$ cat src/rtl/bank_win_pkg.sv
package bank_win_pkg;
  localparam int WIN_BYTES = 16;
  localparam int LANES     = 4;
  localparam int DW        = 8 * LANES;
  localparam int AW        = $clog2(WIN_BYTES / LANES);
  localparam int BANK_W    = 3;
  localparam int INT_BANKS = 4;
  localparam int IB_W      = $clog2(INT_BANKS);
  localparam int EXT_BANK  = 7;
  localparam int BSEL_OFF  = 14;
  localparam int BSEL_DW   = BSEL_OFF / LANES;
  localparam int BSEL_LANE = BSEL_OFF % LANES;
  localparam logic [7:0] BSEL_HI = 8'hA5;

  function automatic logic [7:0] reset_byte(int bank, int off);
    return 8'((bank + 1) * 16 + off);
  endfunction

  function automatic bit is_impl(int bank, int off);
    return (off < BSEL_OFF) && !(bank == 0 && off >= 12);
  endfunction

  // lanes of a dword that belong to the bank-select word
  function automatic logic [LANES-1:0] bsel_lanes(logic [AW-1:0] addr);
    return (int'(addr) == BSEL_DW) ? LANES'(3 << BSEL_LANE) : '0;
  endfunction
endpackage

$ cat src/rtl/bank_reg_file.sv
module bank_reg_file
  import bank_win_pkg::*;
#(
  parameter int BANK_ID = 0
) (
  input  logic              clk_i,
  input  logic              rst_ni,
  input  logic              we_i,
  input  logic [AW-1:0]     addr_i,
  input  logic [LANES-1:0]  be_i,
  input  logic [DW-1:0]     wdata_i,
  output logic [DW-1:0]     rdata_o
);
  logic [8*WIN_BYTES-1:0] bytes_w;

  for (genvar off = 0; off < WIN_BYTES; off++) begin : g_byte
    if (is_impl(BANK_ID, off)) begin : g_reg
      logic [7:0] q;
      always_ff @(posedge clk_i or negedge rst_ni) begin
        if (!rst_ni) q <= reset_byte(BANK_ID, off);
        else if (we_i && addr_i == AW'(off / LANES) && be_i[off % LANES])
          q <= wdata_i[8*(off % LANES) +: 8];
      end
      assign bytes_w[8*off +: 8] = q;
    end else begin : g_rsvd
      assign bytes_w[8*off +: 8] = 8'h00;
    end
  end

  assign rdata_o = bytes_w[DW*addr_i +: DW];

  p_idle_hold_r4: assert property (@(posedge clk_i) disable iff (!rst_ni)
    !we_i |=> $stable(bytes_w));
  p_lane_keep_r4: assert property (@(posedge clk_i) disable iff (!rst_ni)
    (we_i && addr_i == '0 && !be_i[1]) |=> $stable(bytes_w[15:8]));
endmodule

$ cat src/rtl/bank_sel_reg.sv
module bank_sel_reg
  import bank_win_pkg::*;
(
  input  logic              clk_i,
  input  logic              rst_ni,
  input  logic              we_i,
  input  logic [AW-1:0]     addr_i,
  input  logic [LANES-1:0]  be_i,
  input  logic [DW-1:0]     wdata_i,
  output logic [BANK_W-1:0] bank_o,
  output logic [DW-1:0]     rdata_o
);
  logic hit;
  assign hit = we_i && int'(addr_i) == BSEL_DW && be_i[BSEL_LANE];

  always_ff @(posedge clk_i or negedge rst_ni) begin
    if (!rst_ni)  bank_o <= '0;
    else if (hit) bank_o <= wdata_i[8*BSEL_LANE +: BANK_W];
  end

  assign rdata_o = (int'(addr_i) == BSEL_DW)
                 ? (DW'({BSEL_HI, 8'(bank_o)}) << (8*BSEL_LANE)) : '0;

  p_bank_load_r3: assert property (@(posedge clk_i) disable iff (!rst_ni)
    hit |=> bank_o == $past(wdata_i[8*BSEL_LANE +: BANK_W]));
  p_bank_hold_r3: assert property (@(posedge clk_i) disable iff (!rst_ni)
    !hit |=> $stable(bank_o));
endmodule

$ cat src/rtl/bank_ext_port.sv
module bank_ext_port
  import bank_win_pkg::*;
(
  input  logic [BANK_W-1:0] bank_i,
  input  logic              rd_i,
  input  logic              wr_i,
  input  logic [AW-1:0]     addr_i,
  input  logic [LANES-1:0]  be_i,
  input  logic [DW-1:0]     wdata_i,
  input  logic [DW-1:0]     ext_rdata_i,
  output logic              ext_stb_o,
  output logic              ext_we_o,
  output logic [AW-1:0]     ext_addr_o,
  output logic [LANES-1:0]  ext_be_o,
  output logic [DW-1:0]     ext_wdata_o,
  output logic [DW-1:0]     rdata_o
);
  logic             sel;
  logic [LANES-1:0] keep;

  assign sel  = int'(bank_i) == EXT_BANK;
  assign keep = ~bsel_lanes(addr_i);

  assign ext_be_o    = be_i & keep;
  assign ext_stb_o   = sel && (rd_i || wr_i) && |ext_be_o;
  assign ext_we_o    = wr_i;
  assign ext_addr_o  = addr_i;
  assign ext_wdata_o = wdata_i;

  always_comb begin
    rdata_o = '0;
    for (int k = 0; k < LANES; k++)
      if (sel && keep[k]) rdata_o[8*k +: 8] = ext_rdata_i[8*k +: 8];
  end

  always_comb begin
    if (int'(addr_i) == BSEL_DW)
      a_bsel_masked_r10: assert (ext_be_o[BSEL_LANE] == 1'b0 && ext_be_o[BSEL_LANE+1] == 1'b0);
  end
endmodule

$ cat src/rtl/bank_window.sv
module bank_window
  import bank_win_pkg::*;
(
  input  logic              clk_i,
  input  logic              rst_ni,
  input  logic [AW-1:0]     addr_i,
  input  logic [LANES-1:0]  be_i,
  input  logic [DW-1:0]     wdata_i,
  input  logic              rd_i,
  input  logic              wr_i,
  output logic [DW-1:0]     rdata_o,
  output logic              ext_stb_o,
  output logic              ext_we_o,
  output logic [AW-1:0]     ext_addr_o,
  output logic [LANES-1:0]  ext_be_o,
  output logic [DW-1:0]     ext_wdata_o,
  input  logic [DW-1:0]     ext_rdata_i
);
  logic [BANK_W-1:0]             bank_q;
  logic [DW-1:0]                 bsel_rd, ext_rd;
  logic [INT_BANKS-1:0][DW-1:0]  rf_rd;
  logic                          int_sel;

  bank_sel_reg i_bsel (
    .clk_i, .rst_ni, .we_i(wr_i), .addr_i, .be_i, .wdata_i,
    .bank_o(bank_q), .rdata_o(bsel_rd)
  );

  for (genvar b = 0; b < INT_BANKS; b++) begin : g_bank
    bank_reg_file #(.BANK_ID(b)) i_rf (
      .clk_i, .rst_ni,
      .we_i   (wr_i && int'(bank_q) == b),
      .addr_i, .be_i, .wdata_i,
      .rdata_o(rf_rd[b])
    );
  end

  bank_ext_port i_ext (
    .bank_i(bank_q), .rd_i, .wr_i, .addr_i, .be_i, .wdata_i, .ext_rdata_i,
    .ext_stb_o, .ext_we_o, .ext_addr_o, .ext_be_o, .ext_wdata_o,
    .rdata_o(ext_rd)
  );

  assign int_sel = int'(bank_q) < INT_BANKS;
  assign rdata_o = bsel_rd | ext_rd | (int_sel ? rf_rd[bank_q[IB_W-1:0]] : '0);

  p_ext_idle_r9: assert property (@(posedge clk_i) disable iff (!rst_ni)
    int'(bank_q) != EXT_BANK |-> !ext_stb_o);
  p_hi_const_r2: assert property (@(posedge clk_i) disable iff (!rst_ni)
    int'(addr_i) == BSEL_DW |-> rdata_o[8*(BSEL_LANE+1) +: 8] == BSEL_HI);
endmodule

$ cat config.mk
export PLATFORM = sky130hd
export DESIGN_NAME = bank_window
export DESIGN_NICKNAME = d
export VERILOG_FILES = /design/src/rtl/bank_win_pkg.sv /design/src/rtl/bank_reg_file.sv /design/src/rtl/bank_sel_reg.sv /design/src/rtl/bank_ext_port.sv /design/src/rtl/bank_window.sv
export SDC_FILE = /design/constraint.sdc
export NUM_CORES = 1
export LEC_CHECK = 0
export BUFFER_PORTS_ARGS = -buffer_cell sky130_fd_sc_hd__buf_2
export CAP_MARGIN = 0
export CELL_PAD_IN_SITES_DETAIL_PLACEMENT = 1
export CELL_PAD_IN_SITES_GLOBAL_PLACEMENT = 1
export CORE_ASPECT_RATIO = 1.4
export CORE_MARGIN = 3
export CORE_UTILIZATION = 24
export DETAILED_ROUTE_END_ITERATION = 10
export GPL_TIMING_DRIVEN = 0
export PLACE_DENSITY = 0.53
export SLEW_MARGIN = 30
export SYNTH_ARGS = -nofsm -noshare
export SYNTH_HDL_FRONTEND = slang
export SYNTH_HIERARCHICAL = 1
export SYNTH_SLANG_ARGS = --single-unit
$ cat constraint.sdc
create_clock -name clk_i -period 2.7 [get_ports clk_i]
set_input_delay 0 -clock clk_i [delete_from_list [all_inputs] [get_ports clk_i]]
set_output_delay 0 -clock clk_i [all_outputs]
set_load 0.02 [all_outputs]
Word level (Yosys, flattened, before mapping):

Index checks and enable logic that the tools add are counted.

* register bits: 435
* input port bits: 74
* logic and storage cells: 167

* magnitude comparators: 2
* eq/ne operators: 8
* shift operators: 4
* muxes and demuxes: 9
* bitwise operators: 4
* reductions and logical operators: 85

Operators with widths (count)
* $shiftx A128 B8 Y32: 4
* $mux W32: 3
* $logic_and A1 B1 Y1: 81
* $bmux W32 S2: 1
* $or A32 B32 Y32: 2
* $mux W8: 4
* $eq A3 B3 Y1 const B: 2
* $and A4 B4 Y4: 1
* $eq A2 B1 Y1 const B: 2
* $eq A2 B2 Y1 const B: 2
* $mux W4: 1
* $not A4 Y4: 1
* $reduce_or A4 Y1: 1
* $eq A3 B1 Y1 const B: 1
* $eq A3 B2 Y1 const B: 1
* $logic_not A3 Y1: 1
* $lt A2 B3 Y1 const B: 1
* $lt A3 B3 Y1 const B: 1
* $logic_not A2 Y1: 1
* $logic_or A1 B1 Y1: 1

Longest topological paths before layout:

* word-level depth: 7
* depth in mapped cells: 8

Cells and area by module:

Netlist, hierarchy kept.

Modules (own cells, without submodules)
* bank_reg_file at g_bank[1].i_rf ...: instances 2, cells an instance 304, area each 5203.7 um^2
* bank_reg_file at g_bank[2].i_rf: instances 1, cells an instance 304, area each 5221.3 um^2
* bank_reg_file at g_bank[0].i_rf: instances 1, cells an instance 287, area each 4483.0 um^2
* bank_window: instances 1, cells an instance 149, area each 1351.3 um^2
* bank_ext_port: instances 1, cells an instance 80, area each 571.8 um^2
* bank_sel_reg: instances 1, cells an instance 40, area each 365.4 um^2

Worst setup path after synthesis:

No wires, ideal clock.

* path kind: register -> register
* from: reg i_bsel.bank_o[1]
* to: reg g_bank[1].i_rf.g_byte[11].g_reg.q[2]
* arrival time: 2152 ps
* required time: 2575 ps
* slack: 423 ps
* cell stages (with the launch flop): 8
* clock period less this slack: 2277 ps
* cells stage by stage: dfrtp_1 buf_6 buf_12 buf_8 nor4bb_1 buf_8 nand4b_2 mux2_2

* word-level cells in the longest chain between the ends: 4

Ends and longest elaborated chain
* start: declaration: line bank_sel_reg.sv:10 `output logic [BANK_W-1:0] bank_o,`
* start signal: assignment: line bank_sel_reg.sv:18 `else if (hit) bank_o <= wdata_i[8*BSEL_LANE +: BANK_W];`
* $eq A3 B2 Y1: line bank_window.sv:32 `.we_i (wr_i && int'(bank_q) == b),`
* $logic_and A1 B1 Y1: line bank_window.sv:32
* $logic_and A1 B1 Y1 (2 in a row): line bank_reg_file.sv:21 `else if (we_i && addr_i == AW'(off / LANES) && be_i[off % LANES])`
* end signal: assignment: line bank_reg_file.sv:20 `if (!rst_ni) q <= reset_byte(BANK_ID, off);`
* end signal: assignment: line bank_reg_file.sv:22 `q <= wdata_i[8*(off % LANES) +: 8];`
* end: declaration: line bank_reg_file.sv:18 `logic [7:0] q;`

No other way between the ends.
A chain may end at the register's enable or synchronous reset.

Final worst setup path:

* from: reg i_bsel.bank_o[1]
* to: reg g_bank[3].i_rf.g_byte[11].g_reg.q[4]

* word-level cells in the longest chain between the ends: 4

Ends and longest elaborated chain (line)
* $eq A3 B3 Y1: bank_window.sv:32
* $logic_and A1 B1 Y1: bank_window.sv:32
* $logic_and A1 B1 Y1 (2 in a row): bank_reg_file.sv:21
* end signal: assignment: bank_reg_file.sv:20
* end signal: assignment: bank_reg_file.sv:22
* end: declaration: bank_reg_file.sv:18

No other way between the ends.

==> impl_results.rst <==
.. list-table::
   :header-rows: 1

   * - Metric
     - Value
   * - Result of the run
     - completed
   * - Mean number of vias per cell
     - 4.582
   * - Antenna violations before repair
     - 3
   * - Actual transition at the worst max-transition pin
     - 0.8489 ns
   * - Final worst path period need
     - 2.600 ns
   * - Number of library cell types mapped by synthesis
     - 39
   * - Share of the cycle needed by the critical path after routing
     - 96.28%
   * - TritonCTS clock tree
     - done
   * - Net switching fraction of the power
     - 28.44%
   * - CTS Buffer Depth
     - 3
   * - Max Clk Rate
     - 384.7 MHz
   * - Ys flop type
     - dfrtp_1
   * - Gp weighted congestion
     - 0.7521
   * - Number of synthesized register bits
     - 435
   * - Clock share of power
     - 29.2%
   * - Synthesized area per cell
     - 15.26 µm²
   * - Per-cell routed wire length
     - 23.80 µm
   * - Critical path buffer and inverter count
     - 4
   * - Number of enable flip-flop cells after synthesis
     - 0
   * - Final number of setup-violating endpoints
     - 0
   * - Total power per unit cell area
     - 782.2 nW/µm²
   * - Number of buffers added by the clock tree synthesis step
     - 44
   * - Number of placed I/O pins
     - 146
   * - Highest-delay cell along the critical path
     - dfrtp_1
   * - Core Region
     - 92490 µm²
   * - Area growth from synthesis to layout
     - 19.32%
   * - Final setup skew
     - 0.01530 ns
   * - Worst hold margin
     - 0.07086 ns
   * - Peak per-stage delay on the critical path
     - 0.45 ns
   * - Fin nets
     - 1796
   * - Critical path data required time
     - 3.15 ns
   * - Total half-perimeter wirelength after legalization and detailed placement
     - 50040 µm
   * - Ordered cell list for the critical path
     - buf_6 > buf_12 > buf_8 > and4b_1 > buf_8 > nand4b_2 > mux2_2
   * - Post-Synthesis Cell Area
     - 22400 µm²
   * - Most numerous cell on the critical path
     - buf_8
   * - VDD IR max
     - 0.0003882 V
   * - Drt drc
     - 0
   * - Sequential element share of the synthesized area
     - 49.51%
   * - Max-cap violations
     - 0
   * - Layout fillers
     - 9889
   * - Unrepaired setup endpoints after global routing
     - no
   * - Fin. max-slew vios
     - 0
   * - Pre-antenna DRT Iters
     - 4
   * - Internal power summed over all cells
     - 14.96 mW
   * - First-pass GRT wire length
     - 106100 µm
   * - Total chip power
     - 20.91 mW
   * - Psw
     - 5.947 mW
   * - Synth async-reset ratio
     - 100.0%
   * - Destination of the worst register-to-register timing path
     - g_bank[3].i_rf/g_byte[11].g_reg.q[4]$_DFFE_PN0P_
   * - H-tree level count
     - 2
   * - Number of port buffers
     - 145
   * - Reg-to-reg startpoint
     - i_bsel/bank_o[1]$_DFFE_PN0P_
   * - Overall die area
     - 97090 µm²
   * - Antenna Violating Nets Remaining
     - 0
   * - Count of warnings emitted by yosys
     - 6
   * - Total area of multi-input combinational cells
     - 10190 µm²
   * - Die W
     - 264.2 µm
   * - Cell depth of the worst min-delay path
     - 3
   * - Combinational fraction of design power
     - 24.2%
   * - CTS root buffer
     - clkbuf_16
   * - Post-CTS setup-driven buffer insertion count
     - 0
   * - Maximum number of pins on one net before global-route repair
     - 83
   * - Cell count of the worst reg-to-reg path
     - 7
   * - Later-pin clock latency in the skew report
     - 0.57 ns
   * - Total global routing track utilization
     - 14.52%
   * - Worst relative slew slack
     - 43.41%
   * - Standard-cell row count
     - 132
   * - Setup slack on the worst flop-to-flop path
     - 0.10 ns
   * - Die Height
     - 367.5 µm
   * - Part of the total power dissipated in sequential elements
     - 46.6%
   * - Gate count after technology mapping
     - 1468
   * - Most common cell after layout, fill and taps aside
     - mux2_2
   * - Type of the worst setup path
     - reg2reg
   * - Type of element launching the critical path
     - flip-flop
   * - Total overflow reported by the global router
     - 0
   * - Vias in the first global route
     - 15490
   * - Hold Crit Start
     - addr_i[1]
   * - Sequential cell area
     - 11090 µm²
   * - Number of failing hold endpoints at the final stage
     - 0
   * - Leakage Power
     - 12.04 nW
   * - Drt first-iter violations
     - 464
   * - Destination of the worst hold path
     - i_bsel/bank_o[2]$_DFFE_PN0P_
   * - Leading cell types in the layout, fill and taps excluded
     - 432 x mux2_2, 272 x dfrtp_1, 163 x dfstp_2
   * - Kind of end point of the critical path
     - flip-flop
   * - Crit path max fanout
     - 10
   * - Starting density of the core
     - 24.22%
   * - Clock slew at reported path FFs
     - 0.06 ns
   * - Post-detailed-routing wire length
     - 70590 µm
   * - Hold WC Path Type
     - in2reg
   * - Worst path arrival time
     - 3.05 ns
   * - Clock tree sinks
     - 435
   * - Overall via count from detail_route
     - 13590
   * - Layout cells sized above 1
     - 61.66%
   * - Critical path's top delay family
     - simple AND/OR/NAND/NOR gates
==> synthesized netlist by cell type, types with 2 or more instances <==
cell type    n  area, µm²
o221ai_2    15      225.2
nor4bb_1     2      20.02
and3_2       3      22.52
mux2_2     432       4865
buf_1        3      11.26
mux2_1       3      33.78
nand4b_2     6      90.09
nand4_4      6      127.6
nor2_1      32      120.1
buf_6       36      405.4
o221ai_1    17      148.9
buf_8        4      60.06
and4bb_2    16      200.2
buf_2        6      30.03
buf_4       85      638.1
and2_1      18      112.6
and3_1      16      100.1
buf_12       2      40.04
mux4_2      48       1081
mux2i_1    144       1441
dfrtp_1    272       6807
clkbuf_4     7      52.55
dfstp_2    163       4283
nor2b_1      4      25.02
o2bb2ai_1   80      700.7
clkbuf_1    10      37.54
nand4b_4    26      618.1
==> worst min-delay path, delay by kind of cell <==
family	cells	cell delay (ns)
buf+inv	1	0.25
mux	1	0.14
simple gates	1	0.19
==> power by group through the flow <==
stage / registers, mW / logic [mW] / clock network (mW)
after global placement: 9.67 / 4.89 / 0
after global routing: 9.98 / 5.49 / 6.62
after detailed placement: 9.86 / 5.11 / 0
after floorplan: 9.50 / 3.60 / 0
final: 9.75 / 5.05 / 6.10
after CTS: 9.76 / 5.17 / 6.36
==> flip-flops by register name, summed over array words and instances, names as in the netlist <==
name,cells
g_bank.i_rf/g_byte.g_reg.q,432
i_bsel/bank_o,3
==> timing repair <==
action,4_1_cts,5_1_grt
endpoints found under the hold margin,547,0
gates resized for setup,7,7
hold buffers,35,0
endpoints found under the setup margin,132,4
==> through the flow <==
stage / util [%] / area, µm² / cells / TNS, ns / setup slack, ns
after floorplan: - / 22490 / 1492 / 0 / 0.4228
after global placement: 26.73 / 24730 / 2843 / -2535.93 / -6.864
after detailed placement: 26.90 / 24880 / 2848 / -22.66 / -0.4534
after CTS: 28.88 / 26710 / 2965 / 0 / 0.02647
after global routing: 28.89 / 26720 / 2964 / 0 / 0.02101
final: 28.90 / 26730 / 2966 / 0 / 0.1004
==> worst max-delay path by stage <==
stage	end	cells past startpoint	startpoint	slack (ns)
6_report	g_bank[3].i_rf/g_byte[11].g_reg.q[4]$_DFFE_PN0P_	7	i_bsel/bank_o[1]$_DFFE_PN0P_	0.10
5_1_grt	rdata_o[28]	8	addr_i[0]	0.02
4_1_cts	rdata_o[28]	8	addr_i[0]	0.03
3_5_place_dp	g_bank[1].i_rf/g_byte[11].g_reg.q[6]$_DFFE_PN0P_	7	i_bsel/bank_o[1]$_DFFE_PN0P_	-0.45
3_3_place_gp	g_bank[1].i_rf/g_byte[3].g_reg.q[3]$_DFFE_PN0P_	1	rst_ni	-6.86
2_1_floorplan	g_bank[1].i_rf/g_byte[11].g_reg.q[2]$_DFFE_PN0P_	7	i_bsel/bank_o[1]$_DFFE_PN0P_	0.42
==> cells by family (layout without fill, tap and decap cells) <==
kind of cell / after synthesis / in the layout / synth area share [%]
other: 1 / 27 / 0.01674
flip-flops: 435 / 435 / 49.51
AO/OA/AOI/OAI: 114 / 114 / 4.882
buffers and inverters: 153 / 419 / 5.692
AND/OR/NAND/NOR: 138 / 138 / 6.775
multiplexers: 627 / 627 / 33.13
==> metal layers <==
layer | vias to the layer above | track usage (%) | share of wire (%)
li1 | 6000 | - | -
met4 | 4 | 3.281 | 1.6
met5 | - | 0 | 0.038
met2 | 149 | 27.93 | 55
met1 | 7381 | 17.34 | 41
met3 | 57 | 1.220 | 1.9
==> final cells by class <==
cell class / count / area share, %
Sequential cell: 435 / 41.49
Multi-Input combinational cell: 904 / 38.13
Tap cell: 1206 / 5.646
Clock buffer: 72 / 5.004
Buffer: 152 / 4.775
Timing Repair Buffer: 185 / 4.616
Clock inverter: 10 / 0.3183
Antenna cell: 2 / 0.01873
Power figures use the tool's default switching activity.
